<file path="src/rtl/vrs_pkg.sv">
package vrs_pkg;
  localparam int VID_W     = 5;
  localparam int REF_W     = 11;
  localparam int VMAX_MV   = 1550;
  localparam int VSTEP_MV  = 25;

  typedef enum logic [2:0] {
    ST_OFF, ST_SOFT, ST_RUN, ST_HIC, ST_LOCK, ST_OV
  } vrs_state_e;
endpackage

</file>
<file path="src/rtl/vrs_counter.sv">
module vrs_counter #(
  parameter int W = 4
) (
  input  logic         clk_i,
  input  logic         rst_ni,
  input  logic         clr_i,
  input  logic         inc_i,
  output logic [W-1:0] cnt_o
);
  always_ff @(posedge clk_i or negedge rst_ni) begin
    if (!rst_ni)     cnt_o <= '0;
    else if (clr_i)  cnt_o <= '0;
    else if (inc_i)  cnt_o <= cnt_o + 1'b1;
  end
endmodule

</file>
<file path="src/rtl/vrs_ramp.sv">
module vrs_ramp
  import vrs_pkg::*;
#(
  parameter int SS_BITS = 11,
  parameter int OUT_W   = REF_W + 3
) (
  input  logic [VID_W-1:0] vid_i,
  input  logic [SS_BITS:0] idx_i,
  output logic [OUT_W-1:0] ramp_o,
  output logic [OUT_W-1:0] target_o
);
  localparam int PROD_W = REF_W + 3 + SS_BITS + 1;

  logic [REF_W-1:0]  ref_mv;
  logic [PROD_W-1:0] prod;
  logic [OUT_W-1:0]  ref5;

  always_comb begin
    ref_mv   = REF_W'(VMAX_MV - VSTEP_MV * int'(vid_i));
    prod     = PROD_W'(ref_mv) * PROD_W'(7) * PROD_W'(idx_i);
    ramp_o   = OUT_W'(prod >> SS_BITS);
    ref5     = OUT_W'(ref_mv) * OUT_W'(5);
    target_o = (ramp_o < ref5) ? ramp_o : ref5;
  end
endmodule

</file>
<file path="src/rtl/vr_sequencer.sv">
module vr_sequencer
  import vrs_pkg::*;
#(
  parameter int N_PHASES  = 4,
  parameter int SS_BITS   = 11,
  parameter int RETRY_MAX = 3,
  parameter int HIC_TICKS = 4,
  localparam int OUT_W    = REF_W + 3
) (
  input  logic                clk_i,
  input  logic                rst_ni,
  input  logic                por_ok_i,
  input  logic                en_i,
  input  logic                fs_ok_i,
  input  logic [VID_W-1:0]    vid_i,
  input  logic                tick_i,
  input  logic                oc_i,
  input  logic                ov_i,
  input  logic                uv_i,
  output logic                pwm_oe_o,
  output logic [N_PHASES-1:0] lowside_on_o,
  output logic                ovp_o,
  output logic                pgood_o,
  output logic                lockout_o,
  output logic [OUT_W-1:0]    ramp_o,
  output logic [OUT_W-1:0]    target_o
);
  localparam int RT_W  = $clog2(RETRY_MAX + 1);
  localparam int HIC_W = $clog2(HIC_TICKS + 1);

  vrs_state_e        state_q, state_d;
  logic [RT_W-1:0]   retry_q, retry_d;
  logic [SS_BITS-1:0] ss_cnt;
  logic [HIC_W-1:0]  hic_cnt;
  logic              run_ok, ss_clr, ss_inc, hic_clr, hic_inc;
  logic [SS_BITS:0]  ramp_idx;

  assign run_ok = por_ok_i & en_i & fs_ok_i & (vid_i != '1);

  always_comb begin
    state_d = state_q;
    retry_d = retry_q;
    if (!por_ok_i) begin
      state_d = ST_OFF;
      retry_d = '0;
    end else if (state_q == ST_OV) begin
      state_d = ST_OV;
    end else if (ov_i) begin
      state_d = ST_OV;
    end else if (state_q == ST_LOCK) begin
      state_d = ST_LOCK;
    end else if (!run_ok) begin
      state_d = ST_OFF;
    end else begin
      unique case (state_q)
        ST_OFF: state_d = ST_SOFT;
        ST_SOFT, ST_RUN: begin
          if (oc_i) begin
            if (int'(retry_q) == RETRY_MAX - 1) state_d = ST_LOCK;
            else begin
              state_d = ST_HIC;
              retry_d = retry_q + 1'b1;
            end
          end else if (state_q == ST_SOFT && tick_i && (&ss_cnt)) begin
            state_d = ST_RUN;
          end
        end
        ST_HIC: if (tick_i && int'(hic_cnt) == HIC_TICKS - 1) state_d = ST_SOFT;
        default: state_d = ST_OFF;
      endcase
    end
  end

  always_ff @(posedge clk_i or negedge rst_ni) begin
    if (!rst_ni) begin
      state_q <= ST_OFF;
      retry_q <= '0;
    end else begin
      state_q <= state_d;
      retry_q <= retry_d;
    end
  end

  // fresh ramp on every entry into soft-start
  assign ss_clr  = (state_d == ST_OFF) || (state_d == ST_SOFT && state_q != ST_SOFT);
  assign ss_inc  = (state_q == ST_SOFT) && (state_d == ST_SOFT) && tick_i;
  assign hic_clr = (state_d != ST_HIC) || (state_q != ST_HIC);
  assign hic_inc = (state_q == ST_HIC) && tick_i;

  vrs_counter #(.W(SS_BITS)) u_ss_cnt (
    .clk_i(clk_i), .rst_ni(rst_ni), .clr_i(ss_clr), .inc_i(ss_inc), .cnt_o(ss_cnt)
  );

  vrs_counter #(.W(HIC_W)) u_hic_cnt (
    .clk_i(clk_i), .rst_ni(rst_ni), .clr_i(hic_clr), .inc_i(hic_inc), .cnt_o(hic_cnt)
  );

  always_comb begin
    unique case (state_q)
      ST_SOFT: ramp_idx = {1'b0, ss_cnt};
      ST_RUN:  ramp_idx = {1'b1, {SS_BITS{1'b0}}};
      default: ramp_idx = '0;
    endcase
  end

  vrs_ramp #(.SS_BITS(SS_BITS), .OUT_W(OUT_W)) u_ramp (
    .vid_i(vid_i), .idx_i(ramp_idx), .ramp_o(ramp_o), .target_o(target_o)
  );

  assign pwm_oe_o  = (state_q == ST_SOFT) || (state_q == ST_RUN);
  assign ovp_o     = (state_q == ST_OV);
  assign lockout_o = (state_q == ST_LOCK);
  assign pgood_o   = (state_q == ST_RUN) && !uv_i && !ov_i;

  for (genvar p = 0; p < N_PHASES; p++) begin : g_phase
    assign lowside_on_o[p] = (state_q == ST_OV);
  end
endmodule

</file>
<file path="config.mk">
export PLATFORM = sky130hd
export DESIGN_NAME = vr_sequencer
export DESIGN_NICKNAME = d
export VERILOG_FILES = /design/src/rtl/vrs_pkg.sv /design/src/rtl/vrs_counter.sv /design/src/rtl/vrs_ramp.sv /design/src/rtl/vr_sequencer.sv
export SDC_FILE = /design/constraint.sdc
export NUM_CORES = 1
export LEC_CHECK = 0
export BUFFER_PORTS_ARGS = -buffer_cell sky130_fd_sc_hd__clkbuf_2
export CORE_MARGIN = 1.5
export CORE_UTILIZATION = 55
export DETAILED_ROUTE_END_ITERATION = 8
export PLACE_DENSITY_LB_ADDON = 0.12
export REMOVE_ABC_BUFFERS = 1
export SKIP_LAST_GASP = 1
export SYNTH_ARGS = -nofsm -noshare
export SYNTH_HDL_FRONTEND = slang
export SYNTH_SLANG_ARGS = --single-unit
</file>
<file path="constraint.sdc">
create_clock -name clk_i -period 26.3 [get_ports clk_i]
set_clock_uncertainty 0.05 [all_clocks]
set_input_delay 2.63 -clock clk_i [delete_from_list [all_inputs] [get_ports clk_i]]
set_output_delay 2.63 -clock clk_i [all_outputs]
set_load 0.01 [all_outputs]
</file>
==> results by group, run 1 <==
Run status
  – Status: finished clean

Floorplan
  – Core area: 15300 um2
  – Site Rows: 45
  – Die Height: 129 um
  – Ports: 50
  – Die area: 16600 um2
  – Initial Util: 0.567
  – Chip width: 129 um

Clocking
  – Buffer count from post-CTS setup fixing: 0
  – CTS tree: built
  – Worst-Skew Late Latency: 0.25 ns
  – CTS Hold Bufs: 0
  – Clk root buf: clkbuf_16
  – CTS-repair resized insts: 0
  – Worst-path clk slew: roughly 0.05 ns
  – CTS H-tree depth: 1
  – CTS buffer count: 3
  – Clk buf depth: 2
  – Clk sinks: 19

Yosys
  – Yosys top cell by area: fa_1
  – Number of synthesized register bits: 19
  – Avg Inst Size Synth: 8.52 um2
  – Primary FF master, synth: dfrtp_1
  – Async S/R FF share, synth: 1.00
  – EDFF count, synth: 0
  – Yosys warnings: 0
  – Top cell type's share of synthesized area: 0.299
  – Share of the yosys chip area belonging to registers: 0.0547
  – Post-Synthesis Cell Area: 8690 um2
  – Main area contributors after synthesis: fa_1 30%, ha_1 17%, inv_1 8.9%
  – Syn Inst Count: 1020
  – Synth cell types: between 70 and 80

STA
  – Final TNS setup: 0 ns
  – Setup violators final: 0
  – Unrepaired setup endpoints after global routing: no
  – Measured slew at the worst slew-check pin: approximately 0.95 ns
  – Worst slew margin: 0.365
  – Post-route minimum period: 16.90 ns
  – Final Max Tran Viols: 0
  – Highest clock rate: 59.2 MHz
  – Final setup margin: ~9.4 ns
  – Endpoints failing hold: 0
  – Fraction of the cycle the final worst path needs: 0.643

Placed design
  – Port bufs: 49
  – Placed Cells: 1250
  – Routability cong.: 0.872
  – Worst slack, placed: 9.37 ns
  – DPL Wire Length: roughly 17 mm

Final layout
  – Final std cells w/o fill: between 1000 and 1500
  – Diode count: 0
  – Most common cell after layout, fill and taps aside: inv_1
  – Most frequent cells in the layout: 205 x inv_1, 130 x fa_1, 120 x ha_1
  – Layout Area Growth over Synthesis: 5.10%
  – Fill cells: about 1400
  – Share of cells above drive strength 1: 0.0863
  – NumNets Final: 1308

Detailed routing
  – Vias per Instance: around 5.5
  – Residual DRC count: 0
  – Drt initial violations: approximately 310
  – ANT nets after route: 0
  – Routed vias: 6883
  – Routed WL per cell: about 16 um
  – Detailed Routing Iterations Pass 1: 5
  – Final WL: between 15 and 20 mm

Global route
  – Largest net degree at the start of global routing: 36
  – Vias in the first global route: 7063
  – Grt total ovfl: 0
  – Global-route wire length before repair: 34.8 mm
  – Initial antenna violation count: 0
  – Global router's overall resource usage: 0.262

Power and ir drop
  – Power per cell area: 68.5 nW/um2
  – VDD IR max: 0.0000909 V
  – Lkg Pwr: between 4 and 5 nW

Setup path
  – CP Class: primary input to output pin
  – Crit-path max FO: 14
  – Startpoint class of the critical path: primary input
  – Critical Path AT: 14.22 ns
  – Critical path required time: between 20 and 25 ns
  – CP peak stage delay: 0.75 ns
  – Crit-path slowest cell: xnor2_1
  – Crit end category: output pin
  – Most used cell, CP: inv_1

Hold path
  – Hold Path Class: register to register

Flow run
  – Max Cap Viol: 0
## per-stage QoR
stage | utilization | hold slack [ns] | area, um2 | total power [mW]
6_report | 0.596 | 0.477 | 9130 | 0.626
5_1_grt | 0.596 | 0.512 | 9130 | 0.693
4_1_cts | 0.596 | 0.482 | 9130 | 0.625
3_5_place_dp | 0.591 | 0.470 | 9050 | 0.591
3_3_place_gp | 0.591 | 0.467 | 9050 | 0.585
2_1_floorplan | - | 0.440 | 8470 | 0.394
## cell usage after synthesis, drive strengths merged, types with 8 or more instances
library cell / n
and3: 15
o21a: 8
ha: 120
xnor2: 31
mux2i: 11
a21oi: 38
and2: 23
nand3: 20
clkbuf: 26
buf: 14
a21o: 13
xor2: 15
inv: 205
nor3: 12
dfrtp: 19
nand2: 118
nor2b: 16
a31oi: 8
fa: 130
o21ai: 21
o31ai: 13
nor2: 48
## layout make-up
type,instances,area (um2),share of cell area
multi-input combinational,756,7220,0.791
inverter,205,769,0.0843
sequential,19,475,0.0521
timing repair buffer,59,320,0.0351
tap,211,264,0.0289
clock buffer,3,75.1,0.00822
clock inverter,1,5.00,0.000548
## critical path: cells and delay by family
kind | cells | cell delay (ns)
muxes | 1 | 0.36
and+or+nand+nor | 7 | 1.47
xor gates and xnor gates | 4 | 1.67
AOI/OAI and AO/OA | 9 | 2.02
adders and majority gates | 13 | 5.18
buffers and inverters | 10 | 0.89
## final timing paths
kind,start,endpoint,slack [ns],cells after the start
worst max register to register,u_ss_cnt.cnt_o[0],u_ss_cnt.cnt_o[6],23.57,8
worst min-delay path,u_hic_cnt.cnt_o[1],u_hic_cnt.cnt_o[1],0.48,2
min in group asynchronous,rst_ni,retry_q[1],2.28,1
max in group asynchronous,rst_ni,u_hic_cnt.cnt_o[1],23.58,1
worst max-delay path,vid_i[1],target_o[2],9.40,44
worst min register to register,u_hic_cnt.cnt_o[1],u_hic_cnt.cnt_o[1],0.48,2
## power by group
part	leakage, nW	internal (mW)	switching, mW	total (mW)
Sequential	0.262	0.0297	0.00127	0.0309
Combinational	4.44	0.200	0.364	0.564
Clock	0.0409	0.0204	0.0107	0.0311
Total	4.74	0.250	0.376	0.626
## registers in the layout, summed over array words and instances, names as in the netlist
signal and count:
state_q 3, retry_q 2, u_hic_cnt.cnt_o 3, u_ss_cnt.cnt_o 11
## logic make-up after synthesis
| family | after synthesis | synth area share |
|---|---|---|
| compound gates | 144 | 0.115 |
| flops | 19 | 0.0547 |
| simple gates | 299 | 0.175 |
| xor+xnor | 47 | 0.0490 |
| mux | 16 | 0.0196 |
| fa+ha+maj | 250 | 0.472 |
| buf+inv | 245 | 0.114 |
## per-layer routing
metal | global-route usage | up-vias | routed length (um)
li1 | - | 3343 | -
met1 | 0.367 | 3369 | 9120
met2 | 0.441 | 139 | 9630
met3 | 0.0287 | 32 | 714
met4 | 0.0588 | 0 | 429
met5 | 0 | - | 0
(Power assumes the default switching activity.)
==> run 2: changes to the inputs <==
==> constraint.sdc (replaced) <==
create_clock -name clk_i -period 17.15 [get_ports clk_i]
set_clock_uncertainty 0.05 [all_clocks]
set_input_delay 1.715 -clock clk_i [delete_from_list [all_inputs] [get_ports clk_i]]
set_output_delay 1.715 -clock clk_i [all_outputs]
set_load 0.01 [all_outputs]
==> run 2 against run 1 <==
Against the previous run: combinational power increased by 52%; total power rose by 52%; worst setup slack got worse by 7.4 ns; sequential cell count stayed put; global-route usage fell by 0.17 points; count of clock-buffer cells in the layout did not move; largest cell class unchanged; highest routed layer unchanged.
==> results by group, run 2 (synthesized netlist as in run 1, its figures left out) <==
Final layout
  – Top reg by flops: u_ss_cnt.cnt_o
  – Diode count: 0
  – Most frequent cells in the layout: 205 x inv_1, 130 x fa_1, 120 x ha_1
  – Share of cells above drive strength 1: 0.0854
  – Max reg flops: 11
  – NumNets Final: 1307
  – Most common cell after layout, fill and taps aside: inv_1
  – Multi-input gate area: 7220 um2
  – Fill cells: 1429
  – Layout Area Growth over Synthesis: 5.01%
  – Largest regs: u_ss_cnt.cnt_o (11), state_q (3), u_hic_cnt.cnt_o (3)
  – Sequential Area: 475 um2

Setup path
  – CP Class: primary input to output pin
  – Crit-path slowest cell: xnor2_1
  – Crit-path max FO: 14
  – CP peak stage delay: 0.76 ns
  – Launching point of the worst reg2reg path: u_ss_cnt.cnt_o[0]
  – Critical path required time: 15.39 ns
  – Critical Path AT: about 13 ns
  – R2R Path End: u_ss_cnt.cnt_o[6]
  – R2R depth: 8
  – R2r setup slk: about 14 ns
  – Most used cell, CP: inv_1
  – Crit end category: output pin
  – Startpoint class of the critical path: primary input

Floorplan
  – Core area: ~15000 um2
  – Chip width: between 100 and 150 um
  – Die Height: 129 um
  – Ports: 50
  – Initial Util: 0.567
  – Site Rows: 45
  – Die area: 16600 um2

Power and ir drop
  – Power per cell area: approximately 100 nW/um2
  – Lkg Pwr: 4.74 nW
  – VDD IR max: 0.000223 V
  – Total power: 0.951 mW

Clocking
  – CTS Hold Bufs: 0
  – CTS H-tree depth: 1
  – Clk root buf: clkbuf_16
  – CTS buffer count: 3
  – Clk buf depth: 2
  – CTS tree: built
  – Buffer count from post-CTS setup fixing: 0
  – Clk sinks: 19
  – CTS-repair resized insts: 0
  – Worst-path clk slew: 0.05 ns
  – Worst-Skew Late Latency: 0.25 ns

STA
  – Endpoints failing hold: 0
  – Highest clock rate: 66.2 MHz
  – Worst slew margin: 0.352
  – Measured slew at the worst slew-check pin: 0.965 ns
  – Unrepaired setup endpoints after global routing: no
  – Setup violators final: 0
  – Post-route minimum period: 15.12 ns
  – Final setup margin: 2.03 ns
  – Final TNS setup: 0 ns
  – Fraction of the cycle the final worst path needs: 0.881
  – Final Max Tran Viols: 0

Global route
  – M3 GR Usage: 0.0154
  – Initial antenna violation count: 0
  – Vias in the first global route: between 7000 and 8000
  – Grt total ovfl: 0
  – Global-route wire length before repair: 34.7 mm
  – Gr busiest metal: met2
  – GR Layer Usage met1: 0.372
  – Global router's overall resource usage: 0.261
  – M2 GR Usage: 0.452
  – Largest net degree at the start of global routing: 36

Hold path
  – Hold depth: 2
  – Worst Hold Path EP: u_hic_cnt.cnt_o[1]
  – Hold Path Class: register to register
  – HP Start: u_hic_cnt.cnt_o[1]

Detailed routing
  – Detailed Routing Iterations Pass 1: 5
  – Residual DRC count: 0
  – Final WL: 19.8 mm
  – Routed vias: 6882
  – ANT nets after route: 0
  – Drt initial violations: 314
  – Vias per Instance: 5.49
  – Routed WL per cell: 15.8 um

Placed design
  – DPL Wire Length: ~17 mm
  – Port bufs: 49
  – Routability cong.: just under 0.9
  – Worst slack, placed: 2.10 ns

Flow run
  – Max Cap Viol: 0

Run status
  – Status: finished clean
run 2: cell type report:
type / instances / share of cell area
clock inverter: 1 / 0.000548
multi-input combinational: 756 / 0.792
timing repair buffer: 58 / 0.0343
inverter: 205 / 0.0843
clock buffer: 3 / 0.00823
tap: 211 / 0.0289
sequential: 19 / 0.0521
run 2: metrics by stage:
| step | std cells | hold WS, ns | instance area, um2 | utilization |
|---|---|---|---|---|
| finish | 1253 | 0.477 | 9130 | 0.596 |
| global route | 1253 | 0.512 | 9130 | 0.596 |
| CTS | 1253 | 0.482 | 9130 | 0.596 |
| detailed placement | 1249 | 0.470 | 9040 | 0.591 |
| global placement | 1249 | 0.467 | 9040 | 0.591 |
| floorplan | 980 | 0.440 | 8470 | - |
run 2: routing by layer:
metal	wire [um]	vias to the layer above	share of wire
met2	9830	122	0.50
met1	9330	3400	0.47
li1	-	3339	-
met4	199	0	0.010
met3	467	21	0.024
met5	0	-	0
run 2: power breakdown:
group          total [mW]  switching [mW]  internal [mW]  leakage, nW
clock network      0.0480          0.0168         0.0312       0.0409
registers          0.0475         0.00200         0.0455        0.262
logic               0.856           0.551          0.305         4.44
run 2: worst max path at each step:
| stage | to | depth (start not counted) | start |
|---|---|---|---|
| floorplan | target_o[2] | 40 | vid_i[1] |
| global placement | target_o[2] | 44 | vid_i[1] |
| detailed placement | target_o[7] | 44 | vid_i[1] |
| CTS | target_o[7] | 44 | vid_i[1] |
| global route | target_o[2] | 44 | vid_i[1] |
| finish | target_o[2] | 44 | vid_i[1] |
run 2: critical path, delay by kind of cell:
| kind | cells | cell delay, ns |
|---|---|---|
| adder cells (fa/ha/maj) | 13 | 5.18 |
| AO/OA/AOI/OAI | 9 | 2.05 |
| AND/OR/NAND/NOR | 7 | 1.47 |
| XOR/XNOR | 4 | 1.69 |
| buffers and inverters | 10 | 0.88 |
| multiplexers | 1 | 0.36 |
